<file path="src/rtl/sat_pkg.sv">
package sat_pkg;
  typedef enum logic [2:0] {
    CMD_NONE = 3'd0,
    CMD_ACT  = 3'd1,
    CMD_PRE  = 3'd2,
    CMD_SEL  = 3'd3,
    CMD_RD   = 3'd4,
    CMD_WR   = 3'd5
  } cmd_e;
endpackage

</file>
<file path="src/rtl/sat_state_table.sv">
module sat_state_table
  import sat_pkg::*;
#(
  parameter int NUM_BANKS = 8,
  parameter int NUM_SA    = 8,
  parameter int ROW_W     = 9
) (
  input  logic                         clk,
  input  logic                         rst_n,
  input  logic                         closed_row,
  input  logic                         cmd_valid,
  input  cmd_e                         cmd_kind,
  input  logic [$clog2(NUM_BANKS)-1:0] cmd_bank,
  input  logic [$clog2(NUM_SA)-1:0]    cmd_sa,
  input  logic [ROW_W-1:0]             cmd_row,
  output logic [NUM_BANKS*NUM_SA-1:0]  act_o,
  output logic [NUM_BANKS*NUM_SA-1:0]  desg_o,
  output logic [NUM_BANKS*NUM_SA-1:0][ROW_W-1:0] row_o
);
  localparam int TOTAL  = NUM_BANKS * NUM_SA;
  localparam int BANK_W = $clog2(NUM_BANKS);
  localparam int SA_W   = $clog2(NUM_SA);

  for (genvar i = 0; i < TOTAL; i++) begin : g_ent
    localparam int B = i / NUM_SA;
    localparam int S = i % NUM_SA;
    logic same_bank, self;
    assign same_bank = cmd_valid && (cmd_bank == BANK_W'(B));
    assign self      = same_bank && (cmd_sa == SA_W'(S));

    always_ff @(posedge clk) begin
      if (!rst_n) begin
        act_o[i]  <= 1'b0;
        desg_o[i] <= 1'b0;
        row_o[i]  <= '0;
      end else if (cmd_valid) begin
        case (cmd_kind)
          CMD_ACT: begin
            if (self) begin
              act_o[i]  <= 1'b1;
              row_o[i]  <= cmd_row;
              desg_o[i] <= 1'b1;
            end else if (same_bank) begin
              desg_o[i] <= 1'b0;
            end
          end
          CMD_SEL: begin
            if (self)           desg_o[i] <= 1'b1;
            else if (same_bank) desg_o[i] <= 1'b0;
          end
          CMD_PRE: begin
            if (self) begin
              act_o[i]  <= 1'b0;
              desg_o[i] <= 1'b0;
            end
          end
          CMD_RD, CMD_WR: begin
            if (self && closed_row) begin
              act_o[i]  <= 1'b0;
              desg_o[i] <= 1'b0;
            end
          end
          default: ;
        endcase
      end
    end

    AST_ACT_LOADS_ROW: assert property (@(posedge clk) disable iff (!rst_n)
      (self && cmd_kind == CMD_ACT) |=> (act_o[i] && row_o[i] == $past(cmd_row)));
    AST_PRE_CLEARS: assert property (@(posedge clk) disable iff (!rst_n)
      (self && cmd_kind == CMD_PRE) |=> (!act_o[i] && !desg_o[i]));
    AST_CLOSED_RW_CLOSES: assert property (@(posedge clk) disable iff (!rst_n)
      (self && closed_row && (cmd_kind == CMD_RD || cmd_kind == CMD_WR)) |=> !act_o[i]);
    AST_DESIG_IS_ACTIVE: assert property (@(posedge clk) disable iff (!rst_n)
      desg_o[i] |-> act_o[i]);
  end

  for (genvar b = 0; b < NUM_BANKS; b++) begin : g_bank_chk
    AST_ONE_DESIG: assert property (@(posedge clk) disable iff (!rst_n)
      $onehot0(desg_o[b*NUM_SA +: NUM_SA]));
  end
endmodule

</file>
<file path="src/rtl/sat_sa_timer.sv">
module sat_sa_timer
  import sat_pkg::*;
#(
  parameter int NUM_BANKS = 8,
  parameter int T_RD_SA   = 4,
  parameter int T_WR_SA   = 8
) (
  input  logic                         clk,
  input  logic                         rst_n,
  input  logic                         cmd_valid,
  input  cmd_e                         cmd_kind,
  input  logic [$clog2(NUM_BANKS)-1:0] cmd_bank,
  output logic [NUM_BANKS-1:0]         busy_o
);
  localparam int BANK_W = $clog2(NUM_BANKS);
  localparam int T_MAX  = (T_RD_SA > T_WR_SA) ? T_RD_SA : T_WR_SA;
  localparam int CW     = $clog2(T_MAX + 1) < 1 ? 1 : $clog2(T_MAX + 1);

  for (genvar g = 0; g < NUM_BANKS; g++) begin : g_tmr
    logic [CW-1:0] cnt;
    logic          load;
    assign load = cmd_valid && (cmd_bank == BANK_W'(g)) &&
                  (cmd_kind == CMD_RD || cmd_kind == CMD_WR);

    always_ff @(posedge clk) begin
      if (!rst_n)          cnt <= '0;
      else if (load)       cnt <= (cmd_kind == CMD_WR) ? CW'(T_WR_SA) : CW'(T_RD_SA);
      else if (cnt != '0)  cnt <= cnt - 1'b1;
    end
    assign busy_o[g] = (cnt != '0);

    AST_TMR_RUNS_OUT: assert property (@(posedge clk) disable iff (!rst_n)
      (cnt == CW'(1) && !load) |=> !busy_o[g]);
  end
endmodule

</file>
<file path="src/rtl/sat_decide.sv">
module sat_decide
  import sat_pkg::*;
(
  input  logic req_valid,
  input  logic req_write,
  input  logic sa_active,
  input  logic row_match,
  input  logic sa_desig,
  input  logic bank_busy,
  output cmd_e need_cmd,
  output logic need_legal,
  output logic need_hit
);
  always_comb begin
    need_cmd   = CMD_NONE;
    need_legal = 1'b0;
    need_hit   = 1'b0;
    if (req_valid) begin
      if (!sa_active) begin
        need_cmd   = CMD_ACT;
        need_legal = 1'b1;
      end else if (!row_match) begin
        need_cmd   = CMD_PRE;
        need_legal = 1'b1;
      end else begin
        need_hit = 1'b1;
        if (!sa_desig) begin
          need_cmd   = CMD_SEL;
          need_legal = !bank_busy;
        end else begin
          need_cmd   = req_write ? CMD_WR : CMD_RD;
          need_legal = 1'b1;
        end
      end
    end
  end
endmodule

</file>
<file path="src/rtl/sa_bank_tracker.sv">
module sa_bank_tracker
  import sat_pkg::*;
#(
  parameter int NUM_BANKS = 8,
  parameter int NUM_SA    = 8,
  parameter int ROW_W     = 9,
  parameter int T_RD_SA   = 4,
  parameter int T_WR_SA   = 8
) (
  input  logic                         clk,
  input  logic                         rst_n,
  input  logic                         open_row,
  input  logic                         req_valid,
  input  logic [$clog2(NUM_BANKS)-1:0] req_bank,
  input  logic [$clog2(NUM_SA)-1:0]    req_sa,
  input  logic [ROW_W-1:0]             req_row,
  input  logic                         req_write,
  input  logic                         cmd_valid,
  input  logic [2:0]                   cmd_kind,
  input  logic [$clog2(NUM_BANKS)-1:0] cmd_bank,
  input  logic [$clog2(NUM_SA)-1:0]    cmd_sa,
  input  logic [ROW_W-1:0]             cmd_row,
  input  logic [$clog2(NUM_BANKS)-1:0] qry_bank,
  input  logic [$clog2(NUM_SA)-1:0]    qry_sa,
  output logic                         qry_active,
  output logic [ROW_W-1:0]             qry_row,
  output logic                         qry_desig,
  output logic [2:0]                   dec_cmd,
  output logic                         dec_legal,
  output logic                         dec_hit
);
  localparam int TOTAL  = NUM_BANKS * NUM_SA;
  localparam int IDX_W  = $clog2(TOTAL);
  localparam int BANK_W = $clog2(NUM_BANKS);
  localparam int SA_W   = $clog2(NUM_SA);

  cmd_e kind;
  assign kind = cmd_e'(cmd_kind);

  logic [TOTAL-1:0]            act, desg;
  logic [TOTAL-1:0][ROW_W-1:0] rows;
  logic [NUM_BANKS-1:0]        busy;

  logic              rq_valid, rq_write;
  logic [BANK_W-1:0] rq_bank;
  logic [SA_W-1:0]   rq_sa;
  logic [ROW_W-1:0]  rq_row;

  always_ff @(posedge clk) begin
    if (!rst_n) begin
      rq_valid <= 1'b0;
      rq_write <= 1'b0;
      rq_bank  <= '0;
      rq_sa    <= '0;
      rq_row   <= '0;
    end else begin
      rq_valid <= req_valid;
      rq_write <= req_write;
      rq_bank  <= req_bank;
      rq_sa    <= req_sa;
      rq_row   <= req_row;
    end
  end

  sat_state_table #(.NUM_BANKS(NUM_BANKS), .NUM_SA(NUM_SA), .ROW_W(ROW_W)) u_table (
    .clk(clk), .rst_n(rst_n), .closed_row(!open_row),
    .cmd_valid(cmd_valid), .cmd_kind(kind), .cmd_bank(cmd_bank), .cmd_sa(cmd_sa),
    .cmd_row(cmd_row), .act_o(act), .desg_o(desg), .row_o(rows)
  );

  sat_sa_timer #(.NUM_BANKS(NUM_BANKS), .T_RD_SA(T_RD_SA), .T_WR_SA(T_WR_SA)) u_timer (
    .clk(clk), .rst_n(rst_n), .cmd_valid(cmd_valid), .cmd_kind(kind),
    .cmd_bank(cmd_bank), .busy_o(busy)
  );

  logic [IDX_W-1:0] rq_idx, q_idx;
  assign rq_idx = IDX_W'(rq_bank) * IDX_W'(NUM_SA) + IDX_W'(rq_sa);
  assign q_idx  = IDX_W'(qry_bank) * IDX_W'(NUM_SA) + IDX_W'(qry_sa);

  assign qry_active = act[q_idx];
  assign qry_row    = rows[q_idx];
  assign qry_desig  = desg[q_idx];

  cmd_e need;
  sat_decide u_decide (
    .req_valid(rq_valid), .req_write(rq_write), .sa_active(act[rq_idx]),
    .row_match(rows[rq_idx] == rq_row), .sa_desig(desg[rq_idx]),
    .bank_busy(busy[rq_bank]), .need_cmd(need), .need_legal(dec_legal),
    .need_hit(dec_hit)
  );
  assign dec_cmd = need;

  AST_SEL_ISSUED_AFTER_WAIT: assert property (@(posedge clk) disable iff (!rst_n)
    (cmd_valid && kind == CMD_SEL) |-> !busy[cmd_bank]);
  AST_LEGAL_SEL_NOT_BUSY: assert property (@(posedge clk) disable iff (!rst_n)
    (need == CMD_SEL && dec_legal) |-> !busy[rq_bank]);
  AST_SEL_TARGET_OPEN: assert property (@(posedge clk) disable iff (!rst_n)
    (cmd_valid && kind == CMD_SEL) |-> act[IDX_W'(cmd_bank) * IDX_W'(NUM_SA) + IDX_W'(cmd_sa)]);
  AST_IDLE_NO_CMD: assert property (@(posedge clk) disable iff (!rst_n)
    !rq_valid |-> (need == CMD_NONE && !dec_legal));
endmodule

</file>
<file path="config.mk">
export PLATFORM = sky130hd
export DESIGN_NAME = sa_bank_tracker
export DESIGN_NICKNAME = d
export VERILOG_FILES = /design/src/rtl/sat_pkg.sv /design/src/rtl/sat_state_table.sv /design/src/rtl/sat_sa_timer.sv /design/src/rtl/sat_decide.sv /design/src/rtl/sa_bank_tracker.sv
export SDC_FILE = /design/constraint.sdc
export NUM_CORES = 2
export LEC_CHECK = 0
export BUFFER_PORTS_ARGS = -buffer_cell sky130_fd_sc_hd__clkbuf_2
export CAP_MARGIN = 0
export CORE_MARGIN = 2
export CORE_UTILIZATION = 35
export DETAILED_ROUTE_END_ITERATION = 6
export GPL_TIMING_DRIVEN = 0
export PLACE_DENSITY = 0.48
export SLEW_MARGIN = 15
export SYNTH_ARGS = -nofsm -noshare
export SYNTH_HDL_FRONTEND = slang
export SYNTH_HIERARCHICAL = 1
export SYNTH_SLANG_ARGS = --single-unit
</file>
<file path="constraint.sdc">
create_clock -name clk -period 4.6 [get_ports clk]
set_input_delay 0.46 -clock clk [delete_from_list [all_inputs] [get_ports clk]]
set_output_delay 0.46 -clock clk [all_outputs]
set_load 0.005 [all_outputs]
</file>
Yosys cells after proc, flatten, opt, wreduce, memory -nomap -nowiden
Cells that the tools add are included.
{"block": "classes", "n_reduce_logical": 361, "n_mux": 435, "n_eq_ne": 276, "n_lt_le_gt_ge": 3, "addsub": 10}
{"operator": "$reduce_and A5 Y1", "count": 128}
{"operator": "$ne A2 B1 Y1 const B", "count": 192}
{"operator": "$pmux W1 S3", "count": 128}
{"operator": "$mux W1", "count": 277}
{"operator": "$ne A3 B1 Y1 const B", "count": 64}
{"operator": "$reduce_and A3 Y1", "count": 64}
{"operator": "$logic_and A1 B1 Y1", "count": 144}
{"operator": "$bmux W9 S6", "count": 2}
{"operator": "$mux W4", "count": 17}
{"operator": "$reduce_bool A4 Y1", "count": 8}
{"operator": "$sub A4 B1 Y4 const B", "count": 8}
{"operator": "$eq A3 B3 Y1 const B", "count": 10}
{"operator": "$bmux W1 S6", "count": 4}
{"operator": "$eq A3 B2 Y1 const B", "count": 6}
{"operator": "$mux W9", "count": 2}
{"operator": "$reduce_bool A2 Y1", "count": 8}
{"operator": "$lt A6 B7 Y1 const B", "count": 2}
{"operator": "$add A6 B3 Y6", "count": 2}
{"operator": "$mux W3", "count": 4}
{"operator": "$eq A3 B1 Y1 const B", "count": 3}
{"operator": "$eq A9 B9 Y1", "count": 1}
{"operator": "$logic_not A3 Y1", "count": 2}
{"operator": "$reduce_bool A3 Y1", "count": 2}
{"operator": "$lt A3 B4 Y1 const B", "count": 1}
{"operator": "4 further kinds", "count": 6}
{"block": "word_totals", "regBits": 753, "inputBits": 45, "output_inout_bits": 16, "wordCells": 1290}

Logic depth before layout (Yosys ltp)
{"block": "depth", "ltp_word": 8, "mapped_depth": 14, "depth_no_buf": 10}

Modules after synthesis
Netlist, hierarchy kept.
{"module": "sat_state_table", "cells_each": 2678, "area_each_um2": 26992.1, "seq_area_each_um2": 14093.5, "n_inst": 1}
{"module": "sa_bank_tracker", "cells_each": 868, "area_each_um2": 12026.5, "seq_area_each_um2": 340.3, "n_inst": 1}
{"module": "sat_sa_timer", "cells_each": 201, "area_each_um2": 1839.3, "seq_area_each_um2": 640.6, "n_inst": 1}
{"module": "sat_decide", "cells_each": 10, "area_each_um2": 55.1, "seq_area_each_um2": 0.0, "n_inst": 1}

Least setup slack after synthesis
Ideal clock, no wire load.
{"block": "synth_timing", "path_type": "register -> output", "from": "reg rq_sa[1]", "to": "out dec_legal", "t_arrival_ns": 2.810, "required_ns": 4.140, "n_path_buf": 4, "setup_slack_ns": 1.330, "path_stages_with_launch": 14, "cell_sequence": "dfxtp_1 > buf_6 > buf_2 > buf_2 > buf_2 > mux4_2 > a22oi_1 > nand3_1 > o31ai_1 > xor2_1 > nand3_1 > nor4_2 > nand2_1 > o31a_1"}
{"block": "synth_between", "elab_chain_cells": 7, "word_cells_on_any_way": 12, "classes_between": "add/sub: 1; eq/ne: 1; mux: 10"}
{"item": "from (decl)", "line": "sa_bank_tracker.sv:46", "source": "logic [SA_W-1:0] rq_sa;"}
{"item": "from (signal assigned)", "line": "sa_bank_tracker.sv:60", "source": "rq_sa <= req_sa;"}
{"item": "$add A6 B3 Y6 (*)", "line": "sa_bank_tracker.sv:77", "source": "assign rq_idx = IDX_W'(rq_bank) * IDX_W'(NUM_SA) + IDX_W'(rq_sa);"}
{"item": "$bmux W9 S6 or $bmux W1 S6 (tied branches)", "line": "sa_bank_tracker.sv:87", "source": ".row_match(rows[rq_idx] == rq_row), .sa_desig(desg[rq_idx]),"}
{"item": "$mux W9 (implied by the code) or $mux W1 (tied branches)", "line": "sa_bank_tracker.sv:87"}
{"item": "$eq A9 B9 Y1 or $mux W1 (tied branches)", "line": "sa_bank_tracker.sv:87, sat_decide.sv:27"}
{"item": "$mux W1", "line": "sat_decide.sv:22", "source": "end else if (!row_match) begin"}
{"item": "$mux W1 (*)", "line": "sat_decide.sv:19", "source": "if (!sa_active) begin"}
{"item": "$mux W1 (*)", "line": "sat_decide.sv:18", "source": "if (req_valid) begin"}
{"item": "to (decl)", "line": "sa_bank_tracker.sv:29", "source": "output logic dec_legal,"}
Mark *: on every way between the ends. The rest lies on a longest branch, timed or not. The select of a mux whose other input is x is not followed.

Worst setup path after layout
{"block": "layout_timing", "from": "reg rq_bank[0]", "to": "out dec_legal"}
{"block": "layout_between", "elab_chain_cells": 7, "word_cells_on_any_way": 15, "classes_between": "add/sub: 1; eq/ne: 1; mux: 12; reduce/logical: 1"}
{"item": "from (decl)", "line": "sa_bank_tracker.sv:45", "source": "logic [BANK_W-1:0] rq_bank;"}
{"item": "from (signal assigned)", "line": "sa_bank_tracker.sv:59", "source": "rq_bank <= req_bank;"}
{"item": "$add A6 B3 Y6 or $bmux W1 S3 (tied branches)", "line": "sa_bank_tracker.sv:77, sa_bank_tracker.sv:88"}
{"item": "$bmux W9 S6 (tied with other cells)", "line": "sa_bank_tracker.sv:87"}
{"item": "$mux W9 (implied by the code) (tied with other cells)", "line": "sa_bank_tracker.sv:87"}
{"item": "$eq A9 B9 Y1 or $mux W1 (tied branches)", "line": "sa_bank_tracker.sv:87, sat_decide.sv:27"}
{"item": "$mux W1", "line": "sat_decide.sv:22"}
{"item": "$mux W1 (*)", "line": "sat_decide.sv:19"}
{"item": "$mux W1 (*)", "line": "sat_decide.sv:18"}
Marks and branches as above.

==> flow_summary_export.csv <==
group,metric,value,unit
run_status,status,"finished with violations",
run_status,violations,"negative setup slack",
setup_path,timing.critical_path.buf_inv,4,
floorplanning,dieArea,119600,µm²
floorplanning,fp.dieH,345.9,µm
drt,drtAntennaViolNets,0,
yosys,yosysSeqAreaShare,36.85,%
place,hpwl,164.8,mm
setup_path,slowest_stage,"nor2_1",
timing,worst_slew_pin_slew,1.436,ns
global_route,antenna_found_initial,17,
drt,num_vias,37607,
clock_tree,cts_inserted_buffers,89,
final_layout,fin_cells,5582,
global_route,grt_pass1_wl,311.8,mm
yosys,synth_edf_count,0,
floorplanning,pin_count,61,
yosys,synth_seq_cells,753,
clock_tree,cts_tree,"built",
yosys,synthMuxAreaShare,37.74,%
timing,rsz0062_at_grt,"true",
clock_tree,clock_sinks,753,
global_route,grt_pass1_vias,33766,
floorplanning,fp.dieW,345.9,µm
pwr,powerDensity,354.0,nW/µm²
place,portBuffers,47,
job,drv_cap,0,
drt,vias_per_cell,6.737,
global_route,grt_max_degree,19,
yosys,synth_cells,3757,
yosys,syn_avg_cell_area,10.89,µm²
drt,dr.pass1.iters,6,
setup_path,cp_slowest_stage_delay,0.49,ns
timing,relSlewSlack,4.299,%
timing,fmax,209.7,MHz
final_layout,fillers,11241,
timing,finalHoldViolCount,0,
global_route,gr-total-overflow,0,
yosys,async_flop_share,0,%
clock_tree,h-tree-depth,3,
setup_path,endpoint_kind,"output pin",
timing,skew,0.003364,ns
clock_tree,clock-root-buffer,"clkbuf_16",
drt,drt_iter0_markers,6333,
yosys,netlist_area,40910,µm²
hold_path,min_from,"cmd_row[2]",
yosys,synth_xor_area_share,0.6850,%
timing,finalCriticalPeriod,4.768,ns
floorplanning,rows,125,
drt,drcViolationCount,0,
yosys,synth_compound_area_share,7.783,%
final_layout,drive_above_1_share,24.90,%
final_layout,layout_commonest_cell,"dfxtp_1",
drt,wl_per_cell,42.68,µm
global_route,track_usage,38.51,%
drt,wirelength,238.2,mm
clock_tree,clk_path_buf_depth,3,
yosys,synth_flop_cell,"dfxtp_1",
timing,fin_ws,-0.1677,ns
yosys,synth-simple-area-share,11.20,%
yosys,yosysUniqueCellTypes,90,
final_layout,fin_nets,4038,
pwr,ir_drop,0.2538,mV
setup_path,critical_path.most_common_cell,"buf_6",
yosys,synth_top_family_by_area,"multiplexers",
timing,period_share,103.6,%
pwr,power.leakage,20.19,nW
timing,final_max_slew_viol_count,0,
yosys,synth_fa_ha_area_share,0.4893,%
timing,setup_violations,4,
hold_path,hold_class,"in -> reg",
yosys,synth_warnings,6,
yosys,synth_nets,3818,
setup_path,crit_path_max_fanout,10,
final_layout,area_growth,18.06,%
final_layout,final_util,41.62,%
setup_path,worstSetupPathType,"reg -> out",
setup_path,startpoint,"rq_bank[0]",
place,dp.cells,5338,
final_layout,most-common-layout-cells,"dfxtp_1, mux2i_1, nor2_1",
clock_tree,clk_pin_slew,0.06,ns
setup_path,worstPathArrival,4.31,ns
place,place_congestion,1.040,
floorplanning,initial_core_util,35.25,%
clock_tree,clock_latency,0.66,ns
setup_path,critPathTopFamily,"simple AND/OR/NAND/NOR gates",
setup_path,crit_chain,"buf_6 -> buf_6 -> nand2_1 -> nor2_1 -> a221oi_1 -> o21ai_1 -> o32ai_4 -> xor2_1 -> o211ai_1 -> nor4_4 -> buf_12 -> nand2_2 -> o31a_1 -> clkbuf_2",
setup_path,r2r_start,"u_timer/g_tmr[4].cnt[0]",
setup_path,cp_data_required_time,4.14,ns
setup_path,crit_path_start_kind,"flop",
floorplanning,core_area,116000,µm²
==> cells in the mapped netlist, types with 15 or more instances <==
cell type	n	area share (%)
buf_6	18	0.50
clkbuf_1	211	1.9
nand2_1	113	1.0
o311ai_0	39	0.83
o31ai_1	38	0.70
a22oi_1	33	0.61
xor2_1	16	0.34
and2_1	26	0.40
dfxtp_1	753	37
o211ai_1	40	0.73
a21oi_1	79	0.97
buf_2	135	1.7
o21ai_0	26	0.32
inv_1	26	0.24
buf_4	42	0.77
o41ai_1	39	0.83
nor2_1	616	5.7
mux4_2	375	21
nor3_1	26	0.32
ha_1	16	0.49
a221oi_1	15	0.32
xnor2_1	16	0.34
a211oi_1	22	0.40
nand3_1	102	1.2
mux2i_1	682	17
==> worst reg2reg max path: stages, from the launching register on <==
cell      delay [ns]
dfxtp_1         0.31
inv_1           0.10
ha_1            0.17
or3b_2          0.43
clkbuf_1        0.18
xnor2_1         0.15
and3_1          0.17
==> state kept, by name, indices dropped and copies added, names as in the netlist <==
register and count:
rq_bank 3, rq_row 9, rq_write 1, rq_valid 1, u_table/row_o 576, rq_sa 3
u_timer/g_tmr.cnt 32, u_table/act_o 64, u_table/desg_o 64
==> logic make-up (layout without fill, tap and decap cells) <==
family / count (synthesis) / in the layout
buf+inv: 450 / 745
simple gates: 1009 / 1009
mux: 1068 / 1068
other cells: 0 / 6
flops: 753 / 753
fa+ha+maj: 16 / 16
xor+xnor: 32 / 32
compound gates: 429 / 429
==> layer usage <==
layer | up-vias | share of wire (%) | track usage (%)
met5 | - | 0.024 | 0
met2 | 3135 | 40 | 52.73
met3 | 731 | 15 | 15.25
met4 | 8 | 7.2 | 23.37
li1 | 14517 | - | -
met1 | 19216 | 39 | 50.52
==> where the power goes <==
part	leakage, nW	internal (mW)	switching [mW]
logic	12.6	0.897	1.83
clock network	1.49	4.39	3.22
registers	6.08	6.65	0.106
total	20.2	11.9	5.16
==> path summary, 6_finish.rpt <==
kind	cells after the start	to	slack, ns
setup reg to reg	6	u_timer/g_tmr[4].cnt[0]	2.98
hold / removal	3	u_table/row_o[56]	0.19
hold reg to reg	2	u_table/act_o[23]	0.48
setup / recovery	14	dec_legal	-0.17
==> final cells by class <==
class / instances / area (µm²) / share of cell area (%)
clock buffer: 136 / 2658 / 5.502
buffer: 416 / 2736 / 5.665
inverter: 30 / 117.6 / 0.2435
tap: 1524 / 1907 / 3.948
timing repair buffer: 133 / 1259 / 2.606
antenna: 6 / 15.01 / 0.03108
clock inverter: 30 / 384.1 / 0.7952
sequential: 753 / 15080 / 31.23
multi-input combinational: 2554 / 24140 / 49.98
==> through the flow <==
| stage | power [mW] | setup TNS, ns | hold slack [ns] | setup slack, ns | area, µm² |
|---|---|---|---|---|---|
| floorplan | 8.255 | 0 | 0.4451 | 1.330 | 40910 |
| global placement | 9.274 | -18.40 | 0.4615 | -2.210 | 43060 |
| detailed placement | 9.307 | -8.187 | 0.4709 | -1.727 | 43370 |
| CTS | 16.96 | -0.2067 | 0.1631 | -0.1337 | 47850 |
| global route | 17.40 | -0.2037 | 0.2016 | -0.1315 | 48290 |
| finish | 17.10 | -0.3439 | 0.1889 | -0.1677 | 48300 |
==> timing repair <==
item	CTS	global route
hold buffers	17	0
gates resized for setup	208	66
gates cloned	1	0
buffers inserted	39	20
endpoints found under the setup margin	5	6
hold endpoints to repair	17	0
pin swaps	13	20
Note: power is estimated with default switching activity, not from simulation.
